File: src/rtl/rxq_pkt_fifo.sv
module rxq_pkt_fifo #(
  parameter int ELEM_BYTES = 2,
  parameter int LANES      = 1,
  parameter int DEPTH      = 8
) (
  input  logic                              clk,
  input  logic                              rst_n,
  input  logic                              wr_en,
  input  logic [8*ELEM_BYTES*LANES-1:0]     wr_data,
  input  logic                              wr_sop,
  input  logic                              wr_eop,
  output logic                              full,
  output logic                              overflow,
  input  logic                              rd_en,
  input  logic [$clog2(DEPTH+1)-1:0]        lo_thresh,
  input  logic                              pkt_mode,
  output logic                              rd_valid,
  output logic [8*ELEM_BYTES*LANES-1:0]     rd_data,
  output logic                              rd_sop,
  output logic                              rd_eop,
  output logic                              avail
);
  localparam int DW = 8 * ELEM_BYTES * LANES;
  localparam int AW = $clog2(DEPTH);
  localparam int CW = $clog2(DEPTH + 1);

  logic [DW+1:0] mem [DEPTH];
  logic [AW-1:0] wptr, rptr;
  logic [CW-1:0] cnt, cnt_n, ecnt, ecnt_n;
  logic          do_wr, do_rd, head_eop;

  assign full     = (cnt == CW'(DEPTH));
  assign do_wr    = wr_en && !full;
  assign do_rd    = rd_en && (cnt != '0);
  assign head_eop = mem[rptr][0];

  always_comb begin
    cnt_n = cnt;
    if (do_wr && !do_rd) cnt_n = cnt + 1'b1;
    if (do_rd && !do_wr) cnt_n = cnt - 1'b1;
    ecnt_n = ecnt;
    if ((do_wr && wr_eop) && !(do_rd && head_eop)) ecnt_n = ecnt + 1'b1;
    if ((do_rd && head_eop) && !(do_wr && wr_eop)) ecnt_n = ecnt - 1'b1;
  end

  always_ff @(posedge clk) begin
    if (do_wr) mem[wptr] <= {wr_data, wr_sop, wr_eop};
  end

  always_ff @(posedge clk) begin
    if (!rst_n) begin
      wptr     <= '0;
      rptr     <= '0;
      cnt      <= '0;
      ecnt     <= '0;
      overflow <= 1'b0;
      avail    <= 1'b0;
      rd_valid <= 1'b0;
      rd_data  <= '0;
      rd_sop   <= 1'b0;
      rd_eop   <= 1'b0;
    end else begin
      cnt      <= cnt_n;
      ecnt     <= ecnt_n;
      rd_valid <= do_rd;
      avail    <= (cnt_n > lo_thresh) || (pkt_mode && ecnt_n != '0);
      if (wr_en && full) overflow <= 1'b1;
      if (do_wr) wptr <= wptr + 1'b1;
      if (do_rd) begin
        rptr                      <= rptr + 1'b1;
        {rd_data, rd_sop, rd_eop} <= mem[rptr];
      end
    end
  end
endmodule

File: config.mk
export PLATFORM = sky130hd
export DESIGN_NAME = rxq_pkt_fifo
export DESIGN_NICKNAME = d
export VERILOG_FILES = /design/src/rtl/rxq_pkt_fifo.sv
export SDC_FILE = /design/constraint.sdc
export NUM_CORES = 1
export LEC_CHECK = 0
export BUFFER_PORTS_ARGS = -buffer_cell sky130_fd_sc_hd__buf_2
export CAP_MARGIN = 15
export CORE_UTILIZATION = 55
export CTS_BUF_LIST = sky130_fd_sc_hd__clkbuf_2
export CTS_CLUSTER_SIZE = 14
export DETAILED_ROUTE_END_ITERATION = 10
export PLACE_DENSITY = 0.78
export SYNTH_ARGS = -nofsm -noshare
export SYNTH_HDL_FRONTEND = slang
export SYNTH_SLANG_ARGS = --single-unit
File: constraint.sdc
create_clock -name clk -period 3.08 [get_ports clk]
set_clock_uncertainty 0.2 [all_clocks]
set_input_delay 0.154 -clock clk [delete_from_list [all_inputs] [get_ports clk]]
set_output_delay 0.154 -clock clk [all_outputs]
set_load 0.02 [all_outputs]
# == Yosys cells after proc, flatten, opt, wreduce, memory -nomap -nowiden ==
# Memories as Yosys holds them, arrays and structs flattened. A register that Yosys moved wholly into a read port is not among the register bits.
# Cells that the tools add are included.
# word_totals
inputBits,27
mem_bits_rw,144
reg_bits,35
memories,1
wordCells,45
output_inout_bits,22
# mem_list
memory,depth,width,read_ports,rd_ports_with_merged_regs,write_ports,line_no,rtl
mem,8,18,1,1,1,27,logic [DW+1:0] mem [DEPTH];
# op_classes
n_reduce_logical,18
mux,8
order_cmp,1
eq_ne,1
n_addsub,6
# op_table
cell,count
two-way mux 4 bit,4
logical AND 1 bit,10
adder 4 x 1 -> 4 bit (second input constant),2
nonzero test 4 bit,2
subtractor 4 x 1 -> 4 bit (second input constant),2
adder 3 x 1 -> 3 bit (second input constant),2
two-way mux 3 bit,2
logical NOT 1 bit,5
equality test 4 bit (second input constant),1
> comparator 4 bit,1
two-way mux 1 bit,2
logical OR 1 bit,1

# == Depth between registers and ports, before layout ==
# Gate-level depths: netlist of the first run.
# depth
ltp_word,10
depth_mapped,15
mapped_depth_nobuf,14

# == Worst setup path before layout of the first run ==
# Ideal clock, no wire load.
# synth_path
path_type,flip-flop to flip-flop
start,reg cnt[0]
end,"mem mem[0][0] in the netlist's numbering, enable pin"
arrival_ns,2.702
stages_incl_launch_ff,6
synth_period_minus_slack_ns,3.341
t_required_ns,2.441
path_slack_ns,-0.261
setup_ns,0.439
path_buffers,0
path_cell_list,dfxtp_1 > inv_1 > ha_1 > nand3b_1 > nand2_1 > nor4_1
# synth_between
elab_chain_len,5
# synth_lines
element,line_no,rtl
start: declaration,29,"logic [CW-1:0] cnt, cnt_n, ecnt, ecnt_n;"
start signal: assignment,63,cnt <= cnt_n;
equality test 4 bit,32,assign full = (cnt == CW'(DEPTH));
logical NOT 1 bit,33,assign do_wr = wr_en && !full;
logical AND 1 bit,33,
two-way mux 1 bit,47,"if (do_wr) mem[wptr] <= {wr_data, wr_sop, wr_eop};"
two-way mux 1 bit (not written as such),47,
end: declaration,27,
# Every way passes these cells.

# == Worst setup path in the final report of the first run ==
# layout_path
start,reg cnt[0]
end,reg avail
# layout_between
word_cells_on_any_way,25
classes_between,add/sub: 2; order compare: 1; eq/ne: 1; mux: 4; reduce/logical: 17
# layout_rtl
element,line_no,rtl
"parallel branches: the longest is 5 deep, another holds adder 4 x 1 -> 4 bit",-,
two-way mux 4 bit *,40,if (do_rd && !do_wr) cnt_n = cnt - 1'b1;
via cnt_n[1],29,
> comparator 4 bit *,66,avail <= (cnt_n > lo_thresh) || (pkt_mode && ecnt_n != '0);
logical OR 1 bit *,66,
end signal: assignment,66,
end: declaration,21,output logic avail
# Mark *: on every way through the listed nets, which the timed path passes.
# A chain may end at the register's enable or synchronous reset.

==> results of run 1 <==
state kept, by name (all words and copies together) (netlist names), named ones only:
| register | count |
|---|---|
| overflow | 1 |
| avail | 1 |
| rd_data | 16 |
| cnt | 4 |
| wptr | 3 |
| rd_eop | 1 |
| rd_valid | 1 |
| rptr | 3 |
| ecnt | 4 |
| mem | 144 |
| rd_sop | 1 |
final timing paths:
kind / depth (start not counted) / to / slack [ns]
max: 14 / avail / 0.21
min: 2 / mem[1][13] / 0.07
max reg2reg: 14 / avail / 0.21
min reg2reg: 2 / rd_eop / 0.28
what timing repair did:
item	CTS	global route
hold buffers	46	1
endpoints found under the hold margin	206	8
setup endpoints to repair	0	1
gates resized for setup	0	4
setup buffers	0	1
layer usage:
layer  vias up  routed length, um  global-route usage (%)
met2       109               6970                    36.3
met5         -                  0                       0
met1      1958               5580                    27.8
li1       1859                  -                       -
met4         0                206                    8.38
met3        14                672                    5.28
kinds of logic after synthesis:
kind of cell,Yosys count,synth area share (%)
adder cells (fa/ha/maj),10,1.76
AO/OA/AOI/OAI,44,4.60
buffers and inverters,28,1.74
XOR/XNOR,9,1.11
AND/OR/NAND/NOR,85,5.63
multiplexers,56,13.8
flip-flops,182,71.3
cell type report:
cell class / count / area [um2] / area share [%]
clock buffers: 21 / 105 / 1.25
clock inverters: 11 / 86.3 / 1.03
inverters: 10 / 37.5 / 0.446
multi-input cells: 204 / 1960 / 23.3
flip-flops and latches: 182 / 5090 / 60.5
well taps: 172 / 215 / 2.56
repair buffers: 123 / 921 / 10.9
per-stage QoR:
stage,cells,setup slack [ns],utilization [%]
2_1_floorplan,414,0.0364,-
3_3_place_gp,643,0.330,61.3
3_5_place_dp,643,0.172,61.3
4_1_cts,721,0.142,66.5
5_1_grt,723,0.00563,66.7
6_report,723,0.214,66.7
cells in the final DEF (no fill, tap or decap), drive strengths merged:
| cell | netlist | final |
|---|---|---|
| edfxtp | 144 | 144 |
| buf | 14 | 76 |
| dlygate4sd3 | 0 | 47 |
| dfxtp | 38 | 38 |
| nor2 | 35 | 35 |
| mux4 | 34 | 34 |
| mux2i | 21 | 21 |
| clkbuf | 4 | 21 |
| nand2 | 19 | 19 |
| a211oi | 17 | 17 |
| ha | 10 | 10 |
| inv | 9 | 9 |
| nor3 | 9 | 9 |
| clkinv | 1 | 8 |
| xnor2 | 7 | 7 |
| a21oi | 7 | 7 |
| and2 | 6 | 6 |
| o21ai | 5 | 5 |
| o21a | 4 | 4 |
| nor2b | 4 | 4 |
| nand3 | 4 | 4 |
| nand2b | 3 | 3 |
| clkinvlp | 0 | 3 |
| a31o | 2 | 2 |
| a31oi | 2 | 2 |
| xor2 | 2 | 2 |
| a22oi | 2 | 2 |
| a2bb2oi | 2 | 2 |
| nand4 | 2 | 2 |
| nand3b | 1 | 1 |
| o211ai | 1 | 1 |
| nor4 | 1 | 1 |
| mux2 | 1 | 1 |
| or3 | 1 | 1 |
| o22ai | 1 | 1 |
| o21bai | 1 | 1 |
| bufinv | 0 | 1 |
power by group:
group | total [mW] | switching, mW | internal, mW | leakage, nW
Combinational | 1.91 | 1.02 | 0.885 | 1.17
Sequential | 3.14 | 0.192 | 2.95 | 1.62
Clock | 1.03 | 0.740 | 0.290 | 0.120
Total | 6.08 | 1.95 | 4.12 | 2.91
==> results.cfg, run 1 <==
[outcome]
outcome = completed

[critical_path]
reg2reg_from = cnt[0]
crit_arrival_ns = 3.29
slowest_stage = dfxtp_2
crit_required_ns = 3.51
path_cells = inv_1 -> ha_1 -> nand3b_1 -> and2_1 -> nor2_2 -> o21ai_0 -> o21ai_1 -> ha_1 -> nor2b_1 -> o21a_1 -> o21a_1 -> o21a_1 -> o21ai_0 -> a31oi_1
path_delay_family = compound AO/OA/AOI/OAI gates
worst-path-buf-inv = 1
cp_common_cell = o21a_1
cp-startpoint = cnt[0]
crit_path_max_fanout = 5
crit_path_end_kind = register
critPathLaunchType = register
timing_worst_setup_path_type = reg -> reg
max_stage_delay_ns = 0.40

[global_routing]
grt_pass1_vias = 4027
grt_start_max_net_pins = 25
grt_first_pass_wirelength_mm = 20.7
grt_usage_pct = 21.8
gr-total-overflow = 0
antenna_found_initial = 0

[power]
vdd.ir_drop.worst_mv = 0.267
p_total_mw = 6.08
power.leakage_nw = 2.91
cellPowerDensity_nw_per_um2 = 722

[clock_tree]
cts_num_sinks = 182
cts_max_path_buffers = 2
cts_root_buf = clkbuf_2
cts_buffers = 17
cts_tree = done
path_clk_slew_ns = 0.23
clk_latency_ns = 0.70
cts_max_level = 4

[synthesis]
yosysMostFrequentCell = edfxtp_1
yosysWarnings = 0
synth_top_area_share_pct = 60.7
ys_ff_latch = 182
syn_area_um2 = 7130
yosys-top-cells-count = edfxtp_1 (144), dfxtp_1 (38), nor2_1 (35)
async_flop_share_pct = 0
synth_area_leaders = edfxtp_1 (61%), mux4_2 (11%), dfxtp_1 (11%), mux2i_1 (2.9%), nor2_1 (1.8%)
synth_flop_cell = edfxtp_1
synth_enable_flop_cells = 144
ys_seq_area_share_pct = 71.3
yosysTopAreaCell = edfxtp_1
synthDistinctLibCells = 41
synthCells = 414
syn_area_per_cell_um2 = 17.2
synth.net_count = 451

[final_layout]
antenna_cells = 0
nFillCells = 900
synthToLayoutAreaGrowth_pct = 18.0
layout-drive-gt1-share_pct = 28.3
final_cell_area_um2 = 8420
nNetsFinal = 575

[die]
fp-row-count = 41
design.core.area_um2 = 12600
die_h_um = 116
start_util_pct = 56.5
die_area_um2 = 13400
io_pins = 49
die_w_um = 116

[min_path]
hold_path.startpoint = wr_data[11]
min_path_type = in -> reg

[place]
gp_congestion = 0.867
io_buffers = 48
hpwl_mm = 8.55
post_dp_cell_area_um2 = 7740

[drt]
post_drt_wl_per_cell_um = 18.6
wl_mm = 13.4
viasPerCell = 5.45
num_vias = 3940
drtIter0Drc = 264
drcViolationCount = 0
dr.pass1.iters = 5
ant_nets = 0

[timing]
relSlewSlack_pct = 65.9
rsz0062_at_grt = false
hold_viol_final = 0
fin_setup_tns_ns = 0
slew_violations = 0
fmax_mhz = 349
final.min_clock_period_ns = 2.87
hold_slack_ns = 0.0698
tightest_slew_ns = 0.508
min_period_over_period_pct = 93.0
final-setup-viol-count = 0

[job]
max_cap_viol_count = 0
No activity file was read; power rests on OpenSTA's default activity.
==> run 2, diff against run 1 <==
--- a/config.mk
+++ b/config.mk
@@ -5,6 +5,7 @@
 export SDC_FILE = /design/constraint.sdc
 export NUM_CORES = 1
 export LEC_CHECK = 0
+export ABC_AREA = 1
 export BUFFER_PORTS_ARGS = -buffer_cell sky130_fd_sc_hd__buf_2
 export CAP_MARGIN = 15
 export CORE_UTILIZATION = 55
==> run 2 against run 1 <==
Compared with the run above: synthesized cell count increased by 42%; via count increased by 26%; sequential power decreased by 2%; sequential share of layout area decreased by 0.39 points; cell count increased by 21%; design area increased by 0.65%; non-clock buffer count decreased by 9; setup slack got worse by 0.050 ns; critical path depth decreased by 2; register-to-register slack got worse by 0.05 ns; critical path type unchanged; largest power group unchanged.
==> results.cfg, run 2 <==
[outcome]
outcome = completed

[timing]
final-setup-viol-count = 0
slew_violations = 0
fin_setup_tns_ns = 0
relSlewSlack_pct = 62.9
final.min_clock_period_ns = 2.92
fmax_mhz = 343
min_period_over_period_pct = 94.7
hold_slack_ns = 0.0368
tightest_slew_ns = 0.557
hold_viol_final = 0

[power]
vdd.ir_drop.worst_mv = 0.427
cellPowerDensity_nw_per_um2 = 729
p_total_mw = 6.18
power.leakage_nw = 3.09

[final_layout]
final_cell_mix = edfxtp_1 (144), nor2_1 (91), nand2_1 (60)
fin_cells = 875
final_cell_area_um2 = 8470
largest_reg_flops = 144
largestRegisters = mem (144), rd_data (16)
layout-drive-gt1-share_pct = 17.5
regMostFlops = mem
nNetsFinal = 727
antenna_cells = 0
final_common_cell = edfxtp_1
synthToLayoutAreaGrowth_pct = 15.7

[synthesis]
synthDistinctLibCells = 36
synth_top_area_share_pct = 59.1
ys_seq_area_share_pct = 69.4
synthCells = 589
yosysMostFrequentCell = edfxtp_1
syn_area_per_cell_um2 = 12.4
yosysTopAreaCell = edfxtp_1
async_flop_share_pct = 0
synth_enable_flop_cells = 144
yosys-top-cells-count = edfxtp_1 (144), nor2_1 (91), nand2_1 (60)
yosysWarnings = 0
ys_ff_latch = 182
synth_area_leaders = edfxtp_1 (59%), dfxtp_1 (10%), nor2_1 (4.7%), nand2_1 (3.1%), o21ai_0 (2.6%)
syn_area_um2 = 7320
synth_flop_cell = edfxtp_1
synth.net_count = 626

[place]
io_buffers = 48
dp.cells = 796
hpwl_mm = 8.77
post_dp_cell_area_um2 = 7770
gp_congestion = 0.820

[clock_tree]
cts_max_level = 4
path_clk_slew_ns = 0.25
clk_latency_ns = 0.75
cts_max_path_buffers = 2
cts_root_buf = clkbuf_2
cts_tree = done
cts_num_sinks = 182
cts_buffers = 17

[die]
design.core.area_um2 = 12800
fp-row-count = 41
io_pins = 49
die_w_um = 117
die_h_um = 117
die_area_um2 = 13800
start_util_pct = 57.1

[critical_path]
max_stage_delay_ns = 0.55
worst-path-buf-inv = 3
crit_arrival_ns = 3.43
crit_path_end_kind = register
crit_path_max_fanout = 4
crit_cells = 12
worstRegToRegCells = 12
critPathLaunchType = register
crit_required_ns = 3.59
slowest_stage = dlygate4sd3_1
timing_worst_setup_path_type = reg -> reg
path_cells = inv_1 -> ha_4 -> a31oi_4 -> nand2_2 -> inv_2 -> nor2_1 -> a221oi_2 -> ha_1 -> nand2_1 -> dlygate4sd3_1 -> o21ai_0 -> a21oi_2
path_delay_family = compound AO/OA/AOI/OAI gates

[global_routing]
grt_pass1_vias = 4948
grt_usage_pct = 23.0
gr-total-overflow = 0
antenna_found_initial = 0
grt_first_pass_wirelength_mm = 24.3
grt_start_max_net_pins = 45

[min_path]
min_path_type = in -> reg
min_path_cells = 3

[drt]
drcViolationCount = 0
wl_mm = 15.1
ant_nets = 0
dr.pass1.iters = 7
num_vias = 4976
post_drt_wl_per_cell_um = 17.3
viasPerCell = 5.69
drtIter0Drc = 305

[job]
max_cap_viol_count = 0
-- run 2: final cells by class --
class | instances | area, um2
flip-flops and latches | 182 | 5090
fillers | 958 | 4350
multi-input cells | 339 | 1960
repair buffers | 114 | 853
well taps | 172 | 215
inverters | 36 | 135
clock inverters | 13 | 121
clock buffers | 19 | 95.1
-- run 2: per-stage QoR --
step / util [%] / setup WS [ns]
after global routing: 66.0 / -0.000219
final: 66.0 / 0.165
after global placement: 60.6 / 0.620
after CTS: 65.9 / 0.123
after floorplan: - / 0.622
after detailed placement: 60.6 / 0.481
-- run 2: metal layers --
metal	vias up	track usage (%)	part of all wire (%)
li1	2341	-	-
met1	2420	28.8	42
met2	185	39.1	50
met3	30	4.91	5.7
met4	0	9.01	1.7
met5	-	0	0
-- run 2: report_power, final --
part	leakage [nW]	total (mW)	internal, mW	switching [mW]
Combinational	1.34	1.98	0.746	1.24
Clock	0.134	1.12	0.311	0.811
Sequential	1.62	3.07	2.89	0.176
Total	3.09	6.18	3.95	2.23
-- run 2: repair_timing --
item,CTS,global route
hold buffers,46,1
setup buffers,0,0
endpoints found under the setup margin,0,1
resized for setup,0,3
endpoints found under the hold margin,185,3
-- run 2: logic make-up (layout without fill, tap and decap cells) --
kind of cell	count (synthesis)	count (layout)	synth area share (%)
DFF	182	182	69.4
and+or+nand+nor	182	182	10.8
AOI/OAI and AO/OA	127	127	11.4
buffers and inverters	68	182	3.93
muxes	17	17	2.32
adders and majority gates	10	10	1.71
xor gates and xnor gates	3	3	0.359
-- run 2: final timing paths --
path                            startpoint          to  slack [ns]
worst min-delay path                 rst_n      cnt[1]        0.04
worst min register to register  rd_data[8]  rd_data[8]        0.28
worst max-delay path                cnt[1]       avail        0.16
worst max register to register      cnt[1]       avail        0.16
-- run 2: tightest hold or removal path, delay by kind of cell --
family        cells  cell delay (ns)
buf+inv           2             0.69
simple gates      1             0.14
==> run 3, diff against run 2 <==
--- a/config.mk
+++ b/config.mk
@@ -6,7 +6,7 @@
 export NUM_CORES = 1
 export LEC_CHECK = 0
 export ABC_AREA = 1
-export BUFFER_PORTS_ARGS = -buffer_cell sky130_fd_sc_hd__buf_2
+export BUFFER_PORTS_ARGS = -buffer_cell sky130_fd_sc_hd__clkbuf_2
 export CAP_MARGIN = 15
 export CORE_UTILIZATION = 55
 export CTS_BUF_LIST = sky130_fd_sc_hd__clkbuf_2
==> constraint.sdc (replaced) <==
create_clock -name clk -period 3.08 [get_ports clk]
set_clock_uncertainty 0.2 [all_clocks]
set_input_delay 0.154 -clock clk [delete_from_list [all_inputs] [get_ports clk]]
set_output_delay 0.154 -clock clk [all_outputs]
set_load 0.1 [all_outputs]
==> run 3 against run 2 <==
Compared with the run above: first-iteration DRC count is 18% higher; fmax is 0.84% higher; design area is 1.0% higher; utilization is 0.66 points higher; count of clock-buffer cells in the layout is 2 lower; routed wire length is 0.89% higher; total power is 10% higher; register-to-register slack better by 0.02 ns; combinational power is 26% higher; non-clock buffer count is 5 higher.
==> results.cfg, run 3 (synthesis results as in run 2) <==
[outcome]
outcome = completed

[global_routing]
antenna_found_initial = 0
grt_pass1_vias = 5079
grt_usage_pct = 23.5
grt_start_max_net_pins = 45
grt_first_pass_wirelength_mm = 24.6
gr-total-overflow = 0

[timing]
tightest_slew_ns = 0.611
hold_viol_final = 0
final-setup-viol-count = 0
min_period_over_period_pct = 93.9
rsz0062_at_grt = false
hold_slack_ns = 0.0820
fin_setup_tns_ns = 0
fmax_mhz = 346
slew_violations = 0
final.min_clock_period_ns = 2.89
relSlewSlack_pct = 59.2

[place]
post_dp_cell_area_um2 = 7780
dp.cells = 797
io_buffers = 48
gp_congestion = 0.841
hpwl_mm = 8.79

[critical_path]
crit_arrival_ns = 3.35
slowest_stage = dlygate4sd3_1
path_cells = inv_1 -> ha_1 -> a31oi_4 -> buf_4 -> nand3_2 -> nand2_2 -> nand2_1 -> nand2_1 -> nand2_1 -> nor2_1 -> nand3_1 -> nand2_1 -> dlygate4sd3_1 -> a21oi_2
max_stage_delay_ns = 0.57
crit_cells = 14
crit_path_end_kind = register
crit_path_max_fanout = 12
crit_required_ns = 3.54
critPathLaunchType = register
cp_common_cell = nand2_1
reg2reg_from = cnt[0]
path_delay_family = buffers and inverters
r2r_setup_slack_ns = 0.19
timing.rr.end = avail
worst-path-buf-inv = 3
worstRegToRegCells = 14
timing_worst_setup_path_type = reg -> reg

[clock_tree]
path_clk_slew_ns = 0.25
cts_root_buf = clkbuf_2
cts_tree = done
cts_max_path_buffers = 2
cts_buffers = 17
cts_num_sinks = 182
cts_setup_buffers = 0
clk_latency_ns = 0.75
cts_max_level = 4

[die]
start_util_pct = 57.1
die_h_um = 117
io_pins = 49
die_w_um = 117
design.core.area_um2 = 12800
die_area_um2 = 13800
fp-row-count = 41

[final_layout]
final_cell_mix = edfxtp_1 (144), nor2_1 (91), clkbuf_2 (65)
regMostFlops = mem
nNetsFinal = 732
final_cell_area_um2 = 8560
layout-drive-gt1-share_pct = 17.7
antenna_cells = 0
final_util_pct = 66.7
fin_cells = 880
largestRegisters = mem (144), rd_data (16)
nFillCells = 968
synthToLayoutAreaGrowth_pct = 16.8
final_common_cell = edfxtp_1
largest_reg_flops = 144

[drt]
ant_nets = 0
num_vias = 4964
post_drt_wl_per_cell_um = 17.3
wl_mm = 15.2
dr.pass1.iters = 5
drcViolationCount = 0
viasPerCell = 5.64
drtIter0Drc = 359

[power]
cellPowerDensity_nw_per_um2 = 797
vdd.ir_drop.worst_mv = 0.548
power.leakage_nw = 3.11

[min_path]
hold_path.startpoint = wr_eop
whs_endpoint = mem[4][0]
min_path_cells = 2
min_path_type = in -> reg

[job]
max_cap_viol_count = 0
==> run 3: cell types whose count changed in the layout (fill, tap and decap cells not counted), moves of 4 or more <==
| cell | change |
|---|---|
| clkbuf_2 | +46 |
| dlygate4sd3_1 | +4 |
| clkinvlp_4 | +4 |
| buf_2 | -48 |
==> run 3: area by class of cell <==
class,count,area (um2),share of cell area [%]
multi-input combinational,339,1950,22.8
timing repair buffer,119,901,10.5
inverter,36,135,1.58
sequential,182,5090,59.5
clock buffer,17,85.1,0.994
tap,172,215,2.52
clock inverter,15,180,2.11
==> run 3: how the worst max path moves through the flow <==
| stage | end | from |
|---|---|---|
| finish | avail | cnt[0] |
| global route | avail | cnt[0] |
| CTS | avail | register |
| detailed placement | avail | cnt[0] |
| global placement | avail | cnt[0] |
| floorplan | avail | cnt[0] |
==> run 3: what timing repair did <==
action / CTS / global route
endpoints found under the setup margin: 0 / 1
hold endpoints to repair: 185 / 0
gates resized for setup: 0 / 1
hold buffers: 51 / 0
==> run 3: per-stage QoR <==
step           total power, mW  setup WS (ns)
4_1_cts                   6.83          0.191
5_1_grt                   7.19         0.0157
3_5_place_dp              5.54          0.404
6_report                  6.82          0.189
3_3_place_gp              5.46          0.512
2_1_floorplan             5.03          0.622
==> run 3: power breakdown <==
| part | switching, mW | internal (mW) |
|---|---|---|
| clock network | 0.796 | 0.456 |
| registers | 0.183 | 2.90 |
| logic | 1.76 | 0.731 |
| total | 2.74 | 4.08 |
==> run 3: metal layers <==
layer | vias up | wire length, um | GRT usage, %
met5 | - | 0 | 0
met4 | 0 | 436 | 11.6
met3 | 45 | 984 | 5.11
met2 | 189 | 7700 | 38.9
met1 | 2380 | 6100 | 29.2
li1 | 2350 | - | -
